===== src/rtl/alt_phase_rx.sv =====
module alt_phase_rx #(
  parameter int WAIT_CYCLES = 1000,
  parameter int MAX_BYTES   = 640,
  localparam int CNT_W = $clog2(MAX_BYTES + 1),
  localparam int TMR_W = $clog2(WAIT_CYCLES + 1)
) (
  input  logic             clk,
  input  logic             rst_n,
  input  logic             arm,
  input  logic             line_a,
  input  logic             line_b,
  output logic [7:0]       rx_byte,
  output logic             rx_valid,
  output logic             rx_last,
  output logic             done,
  output logic [1:0]       status,
  output logic [CNT_W-1:0] byte_count
);

  localparam logic [1:0] ST_OK   = 2'b00;
  localparam logic [1:0] ST_TMO  = 2'b01;
  localparam logic [1:0] ST_FRM  = 2'b10;
  localparam logic [1:0] ST_OVF  = 2'b11;

  typedef enum logic [1:0] {S_IDLE, S_WAIT, S_SKIP, S_DATA} st_t;

  st_t              state;
  logic [1:0]       sa, sb;
  logic             pa, pb;
  logic [TMR_W-1:0] tmr;
  logic             turn_b;
  logic [2:0]       bitn;
  logic [7:0]       shreg, pend, xacc;
  logic             have_pend;
  logic [CNT_W-1:0] cnt;

  logic a_s, b_s;
  assign a_s = sa[1];
  assign b_s = sb[1];

  logic fall_a, fall_b, changed, strobe, stray, bit_in;
  logic [7:0] new_byte;
  logic [1:0] end_code;
  assign fall_a   = pa & ~a_s;
  assign fall_b   = pb & ~b_s;
  assign changed  = (pa != a_s) || (pb != b_s);
  assign strobe   = turn_b ? fall_b : fall_a;
  assign stray    = turn_b ? fall_a : fall_b;
  assign bit_in   = turn_b ? a_s : b_s;
  assign new_byte = {shreg[6:0], bit_in};
  assign end_code = (bitn != 3'd0 || cnt[1:0] != 2'b01 || xacc != 8'd0) ? ST_FRM : ST_OK;

  always_ff @(posedge clk) begin
    if (!rst_n) begin
      state <= S_IDLE;
      sa <= 2'b11; sb <= 2'b11; pa <= 1'b1; pb <= 1'b1;
      tmr <= '0; turn_b <= 1'b0; bitn <= '0;
      shreg <= '0; pend <= '0; xacc <= '0; have_pend <= 1'b0; cnt <= '0;
      rx_byte <= '0; rx_valid <= 1'b0; rx_last <= 1'b0;
      done <= 1'b0; status <= ST_OK; byte_count <= '0;
    end else begin
      sa <= {sa[0], line_a};
      sb <= {sb[0], line_b};
      pa <= a_s;
      pb <= b_s;
      rx_valid <= 1'b0;
      rx_last  <= 1'b0;
      done     <= 1'b0;
      if (arm) begin
        state <= S_WAIT;
        tmr <= '0; turn_b <= 1'b0; bitn <= '0;
        xacc <= '0; have_pend <= 1'b0; cnt <= '0;
        status <= ST_OK; byte_count <= '0;
      end else begin
        case (state)
          S_WAIT: begin
            if (changed) state <= S_SKIP;
            else if (tmr == TMR_W'(WAIT_CYCLES - 1)) begin
              state <= S_IDLE; done <= 1'b1; status <= ST_TMO; byte_count <= '0;
            end else tmr <= tmr + 1'b1;
          end
          S_SKIP: if (a_s && !b_s) state <= S_DATA;
          S_DATA: begin
            if (stray) begin
              state <= S_IDLE;
              done <= 1'b1;
              status <= end_code;
              byte_count <= cnt;
              if (have_pend) begin
                rx_byte <= pend; rx_valid <= 1'b1; rx_last <= 1'b1;
              end
            end else if (strobe) begin
              turn_b <= ~turn_b;
              bitn <= bitn + 1'b1;
              shreg <= new_byte;
              if (bitn == 3'd7) begin
                if (have_pend) begin
                  rx_byte <= pend; rx_valid <= 1'b1;
                end
                if (cnt == CNT_W'(MAX_BYTES)) begin
                  state <= S_IDLE; done <= 1'b1; status <= ST_OVF; byte_count <= cnt;
                end else begin
                  pend <= new_byte; have_pend <= 1'b1;
                  cnt <= cnt + 1'b1;
                  xacc <= xacc ^ new_byte;
                end
              end
            end
          end
          default: ;
        endcase
      end
    end
  end


  timeout_empty_chk: assert property (@(posedge clk) disable iff (!rst_n)
    done && status == ST_TMO |-> byte_count == '0 && !rx_valid);


  last_at_end_chk: assert property (@(posedge clk) disable iff (!rst_n)
    rx_last |-> rx_valid && done && status != ST_OVF);


  end_flags_byte_chk: assert property (@(posedge clk) disable iff (!rst_n)
    done && (status == ST_OK || status == ST_FRM) && byte_count != '0 |-> rx_valid && rx_last);


  ovf_cap_chk: assert property (@(posedge clk) disable iff (!rst_n)
    done && status == ST_OVF |-> byte_count == CNT_W'(MAX_BYTES) && !rx_last);


  ok_length_chk: assert property (@(posedge clk) disable iff (!rst_n)
    done && status == ST_OK |-> byte_count[1:0] == 2'b01);


  done_pulse_chk: assert property (@(posedge clk) disable iff (!rst_n)
    done |=> !done);

endmodule


===== config.mk =====
export PLATFORM = sky130hd
export DESIGN_NAME = alt_phase_rx
export DESIGN_NICKNAME = d
export VERILOG_FILES = /design/src/rtl/alt_phase_rx.sv
export SDC_FILE = /design/constraint.sdc
export NUM_CORES = 1
export LEC_CHECK = 0
export BUFFER_PORTS_ARGS = -buffer_cell sky130_fd_sc_hd__buf_2
export CAP_MARGIN = 20
export CORE_UTILIZATION = 55
export CTS_CLUSTER_SIZE = 16
export DETAILED_ROUTE_END_ITERATION = 10
export PLACE_DENSITY = 0.74
export SETUP_SLACK_MARGIN = 0.02
export SLEW_MARGIN = 20
export SYNTH_ARGS = -nofsm -noshare
export SYNTH_HDL_FRONTEND = slang
export SYNTH_SLANG_ARGS = --single-unit

===== constraint.sdc =====
create_clock -name clk -period 5.95 [get_ports clk]
set_input_delay 1.19 -clock clk [delete_from_list [all_inputs] [get_ports clk]]
set_output_delay 1.19 -clock clk [all_outputs]
set_load 0.01 [all_outputs]

# ---- Word level (Yosys, flattened, before mapping)
# Index checks and enable logic that the tools add are counted.
dict set report word_totals {
  ramBits 0
  out_inout_bits 23
  latch_bits 0
  wordCells 123
  mem_bits_ro 0
  mem_count 0
  ff_bits 79
  inputBits 5
}
dict set report classes {
  n_eq_ne 21
  n_lt_le_gt_ge 0
  n_mux 42
  n_shift 0
  multipliers 0
  n_addsub 3
  n_bitwise 13
  div 0
  reduce_logical 24
}
# op n
set ops {}
lappend ops {{$mux 10} 6}
lappend ops {{$mux 8} 4}
lappend ops {{$mux 2} 14}
lappend ops {{$reduce_and 6->1} 4}
lappend ops {{$add 10x1->10 const B} 2}
lappend ops {{$eq 10x10->1 const B} 2}
lappend ops {{$pmux 10 s2} 1}
lappend ops {{$ne 4x4->1 const B} 4}
lappend ops {{$ne 3x3->1 const B} 5}
lappend ops {{$mux 1} 14}
lappend ops {{$not 1->1} 10}
lappend ops {{$reduce_and 4->1} 2}
lappend ops {{$reduce_bool 8->1} 1}
lappend ops {{$xor 8x8->8} 1}
lappend ops {{$ne 2x2->1 const B} 3}
lappend ops {{$pmux 2 s3} 1}
lappend ops {{$reduce_and 3->1} 2}
lappend ops {{$reduce_bool 2->1} 3}
lappend ops {{$reduce_bool 3->1} 2}
lappend ops {{$reduce_and 5->1} 1}
lappend ops {{$eq 2x2->1 const B} 2}
lappend ops {{$pmux 2 s2} 1}
lappend ops {{$reduce_bool 4->1} 1}
lappend ops {{$reduce_or 4->1} 1}
lappend ops {{other kinds (12)} 16}

# ---- Longest topological paths before layout
dict set report logic_depth {
  depth_word 7
  depth_mapped 8
}

# ---- Least setup slack after synthesis
# OpenSTA, ideal clock, no wires.
dict set report synth_timing {
  path_type {in2reg}
  start {input port arm}
  end {register pend[1]}
  arrival_ns 2.195
  stages 4
  required_ns 5.834
  slack_ns 3.639
  path_cell_list {clkbuf_1 -> nor3_2 -> mux2i_1 -> nor2b_1}
}
dict set report synth_via {
  elab_chain_len 2
}
# item line
set synth_lines {}
lappend synth_lines {{start, declared} 9} ;# input logic arm,
lappend synth_lines {{$not 1->1 (no line)} --}
lappend synth_lines {{$reduce_and 6->1 (no line)} --}
lappend synth_lines {{end signal, assigned} 58} ;# shreg <= '0; pend <= '0; xacc <= '0; have_pend <= 1'b0; cnt <= '0;
lappend synth_lines {{end signal, assigned} 103} ;# pend <= new_byte; have_pend <= 1'b1;
lappend synth_lines {{end, declared} 33} ;# logic [7:0] shreg, pend, xacc;
# Every way passes these cells.
# A chain may end at the register's enable or synchronous reset.

# ---- Worst setup path after layout
dict set report layout_timing {
  start {register state[0]}
  end {register cnt[9]}
}
dict set report layout_via {
  elab_chain_len 2
}
# item line
set layout_lines {}
lappend layout_lines {{start, declared} 27} ;# st_t state;
lappend layout_lines {{start signal, assigned} 55} ;# state <= S_IDLE;
lappend layout_lines {{start signal, assigned} 70} ;# state <= S_WAIT;
lappend layout_lines {{start signal, assigned} 77} ;# if (changed) state <= S_SKIP;
lappend layout_lines {{$eq 2x2->1} 75} ;# case (state)
lappend layout_lines {{$reduce_and 5->1 (no line)} --}
lappend layout_lines {{end signal, assigned} 104} ;# cnt <= cnt + 1'b1;
lappend layout_lines {{end, declared} 35} ;# logic [CNT_W-1:0] cnt;
# Every way passes these cells.

==> Flow_metrics.wiki <==
{| class="wikitable"
! Metric !! Value
|-
| Outcome || completed
|-
| Area of the die || 6680 µm²
|-
| Final-layout fill cell count || between 500 and 600
|-
| Switching fraction of total power || approximately a fifth
|-
| Pin count of the biggest net entering global routing || 49
|-
| Most common library cell in the layout ignoring fill and taps || sky130_fd_sc_hd__dfxtp_1
|-
| Final-report max-slew violation count || 0
|-
| Combinational share of power || 3.2%
|-
| Cell Count, Final, Fillers Out || 470
|-
| Area Growth Syn to Fin || 10.8%
|-
| Portion of synthesized cell area occupied by the leading cell type || 45.2%
|-
| Synthesized-area fraction occupied by xor and xnor cells || 5.76%
|-
| Bufs and invs on worst path || 0
|-
| Die Width || 81.8 µm
|-
| Final HPWL DP || 4.25 mm
|-
| Worst min-delay path startpoint || sa[0]
|-
| Number of nets in the layout || slightly above 400
|-
| Final clock skew || ~9.8 ps
|-
| Fraction of the mapped netlist area in compound gates || 7.69%
|-
| Worst path required time || 6250 ps
|-
| Power share of the clock group || 46.2%
|-
| Worst-case register-to-register setup slack || 2900 ps
|-
| Post-CTS sizing || 0
|-
| Later-pin clock latency in the skew report || 350 ps
|-
| Time the worst path needs with I/O delays and setup || 3050 ps
|-
| Total DRC errors in the routed layout || 0
|-
| Clock slew at the register clock pins of the worst setup and hold paths || around 80 ps
|-
| Chain of cells forming the critical path || ha_1, nand4_1, or4_1, or4_1, nand2_1
|-
| Highest metal used || met4
|-
| Start-to-end type of the worst setup path || reg -> reg
|-
| Cell internal power dissipation || ~840 µW
|-
| Inserted Clock Buffers || 9
|-
| Met3 wire length || 189 µm
|-
| H-Tree Level Count || 3
|-
| Dominant cells by area after synthesis || sky130_fd_sc_hd__dfxtp_1 45%, sky130_fd_sc_hd__mux2i_1 7.2%, sky130_fd_sc_hd__ha_1 4.3%
|-
| Clock tree from TritonCTS || built
|-
| Pre-antenna DRT Iters || 4
|-
| Multi-input gate area in the final layout || 1750 µm²
|-
| Drt via density || around 5.3
|-
| Most frequent cells in the layout || 79 x sky130_fd_sc_hd__dfxtp_1, 37 x sky130_fd_sc_hd__nor2_1, 31 x sky130_fd_sc_hd__nand2_1, 27 x sky130_fd_sc_hd__buf_2, 25 x sky130_fd_sc_hd__mux2i_1
|-
| Sequential power share || 50.6%
|-
| Slowest-stage cell, CP || sky130_fd_sc_hd__or4_1
|-
| Number of buffers inserted for hold repair after clock tree synthesis || 0
|-
| Total track usage || 20.3%
|-
| Maximum ir drop on the vdd rail || 195 µV
|-
| Most area-hungry cell type in the Yosys netlist || sky130_fd_sc_hd__dfxtp_1
|-
| Starting Density || around three fifths
|-
| Total of buffers placed on input and output ports || 27
|-
| Cell Area, Synth || ~3500 µm²
|-
| Post-route clock period utilization || 51.3%
|-
| Total global routing overflow || 0
|-
| Final weighted congestion in routability-driven placement || 0.792
|-
| Diode count || 0
|-
| Number of distinct library cells after synthesis || 51
|-
| Std-Cell Core Area || 6030 µm²
|-
| Final Routed Wirelength || 6.10 mm
|-
| Synth Area per Inst || 9.56 µm²
|-
| Actual transition at the worst max-transition pin || 783 ps
|-
| Class of the most critical hold timing path || reg -> reg
|-
| Share of final-layout standard cells stronger than drive strength 1 || 15.7%
|-
| Category of the worst setup path capture point || register
|-
| Most frequent CP cell || sky130_fd_sc_hd__or4_1
|-
| Total of warnings raised by yosys || 0
|-
| Global-route wire length before repair || 10.2 mm
|-
| Routed wl met2 || approximately 2.8 mm
|-
| Part of the Yosys area used for sequential elements || between 40% and 50%
|-
| Flop and latch count out of synthesis || 79
|-
| Areal power density over the cells || 272 nW/µm²
|-
| Count of flip-flops with a built-in enable after synthesis || 0
|-
| Detailed-routing wirelength on met1 || 3.05 mm
|-
| FF+latch area || 1580 µm²
|-
| Initial antenna violation count || 0
|-
| Share of synthesized flip-flops with an asynchronous set or reset || 0%
|-
| Max Clock Freq || 328 MHz
|-
| Count of cells along the worst register-to-register path || 5
|-
| Synthesized Nets || 383
|-
| Root Buffer || sky130_fd_sc_hd__clkbuf_8
|-
| Unrepaired setup endpoints after global routing || no
|-
| Endpoint of the most critical register-to-register path || cnt[9]
|-
| Largest family of logic cells by synthesized area || simple AND/OR/NAND/NOR gates
|-
| Slew headroom || 47.5%
|-
| CP top delay family || simple AND/OR/NAND/NOR gates
|-
| Placed instance count || 454
|-
| Number of buffers inserted by post-CTS setup repair || 0
|-
| Gate count of the mapped netlist || between 300 and 400
|-
| Simple-gate portion of the synthesized area || a little under a quarter
|-
| Net switching power || 217 µW
|-
| Largest fanout of any net on the critical path || 22
|-
| Number of stages on the worst hold path || 1
|-
| Post-DR wirelength/cell || 13.0 µm
|-
| RR Startpoint || state[0]
|-
| Number of hold-slack violations in the final timing report || 0
|-
| Starting DRT DRC Count || 168
|-
| Critical path startpoint category || register
|-
| Maximum Capacitance Violations || 0
|-
| Mux contribution to synthesized area || 8.44%
|-
| Prevailing post-synth register cell || sky130_fd_sc_hd__dfxtp_1
|-
| Data arrival, critical path || 3350 ps
|-
| Hold Path End || sa[1]
|-
| Clk sink count || 79
|-
| Number of rows in the core area || 28
|-
| Adder and majority cell fraction of the synthesized area || under 10%
|-
| Reported leakage power || 1.43 nW
|-
| Number of setup violations in the final report || 0
|-
| Number of nets still failing antenna checks after routing || 0
|-
| First element of the critical path || state[0]
|-
| Number of global-route vias before repair || 2,285
|-
| Vias || 2,476
|-
| Maximum single-stage delay on the critical path || 790 ps
|-
| Number of top-level design ports || 28
|-
| Bufs on Longest Clock Path || 2
|-
| Setup_tns || 0 ps
|-
| Minimum hold slack || approximately 410 ps
|-
| Die span in y || 81.8 µm
|}
worst register-to-register path, cell delays in order, from the launching register on:
cell and delay [ps]:
sky130_fd_sc_hd__dfxtp_1 400, sky130_fd_sc_hd__ha_1 620, sky130_fd_sc_hd__nand4_1 700, sky130_fd_sc_hd__or4_1 790
sky130_fd_sc_hd__or4_1 420, sky130_fd_sc_hd__nand2_1 70
state kept, by name, summed over array words and instances, names as in the netlist, 3 cells and up:
signal / cells
byte_count: 10
cnt: 10
tmr: 10
pend: 8
rx_byte: 8
xacc: 8
shreg: 7
bitn: 3
area by class of cell:
cell class / count / share of cell area, %
clock inverters: 6 / 3.00
flip-flops and latches: 79 / 40.8
inverters: 11 / 1.06
clock buffers: 10 / 3.55
repair buffers: 30 / 4.07
multi-input cells: 259 / 45.1
well taps: 75 / 2.42
layer usage:
layer,up-vias,track usage (%)
li1,1294,-
met1,1129,25.8
met2,42,31.3
met3,11,6.89
met4,0,8.60
met5,-,0
how the worst max path moves through the flow:
stage | slack (ps) | to | cells past startpoint
3_5_place_dp | 2920 | pend[3] | 5
5_1_grt | 2570 | pend[6] | 5
3_3_place_gp | 3060 | cnt[9] | 5
6_report | 2900 | cnt[9] | 5
2_1_floorplan | 3640 | pend[1] | 4
4_1_cts | 2900 | cnt[9] | 5
metrics by stage:
step	utilization [%]	area [µm²]	setup WS (ps)	total power, mW
3_5_place_dp	60.1	3620	2920	0.580
5_1_grt	64.3	3880	2570	1.09
2_1_floorplan	-	3500	3640	0.574
4_1_cts	64.3	3880	2900	1.07
3_3_place_gp	60.1	3620	3060	0.579
6_report	64.3	3880	2900	1.05
synthesized netlist by cell type, drive strengths merged (4+ instances only):
library cell	instances
dfxtp	79
nor2	37
nand2	31
mux2i	26
nor2b	23
a21oi	21
xnor2	16
nand3	14
clkbuf	13
ha	12
inv	11
nor3	10
nand2b	8
nor3b	8
xor2	7
buf	4
nand4	4
nor4	4
power by group through the flow:
| stage | logic, mW | registers (mW) | clock network (mW) |
|---|---|---|---|
| final | 0.0337 | 0.533 | 0.488 |
| after global routing | 0.0387 | 0.534 | 0.522 |
| after CTS | 0.0341 | 0.533 | 0.500 |
| after detailed placement | 0.0339 | 0.546 | 0 |
| after global placement | 0.0336 | 0.546 | 0 |
| after floorplan | 0.0287 | 0.545 | 0 |
cells by family (layout without fill, tap and decap cells):
group,count (synthesis),after routing
AO/OA/AOI/OAI,39,39
XOR/XNOR,23,23
buffers and inverters,28,57
flip-flops,79,79
AND/OR/NAND/NOR,157,157
multiplexers,28,28
adder cells (fa/ha/maj),12,12
(Power assumes the default switching activity.)
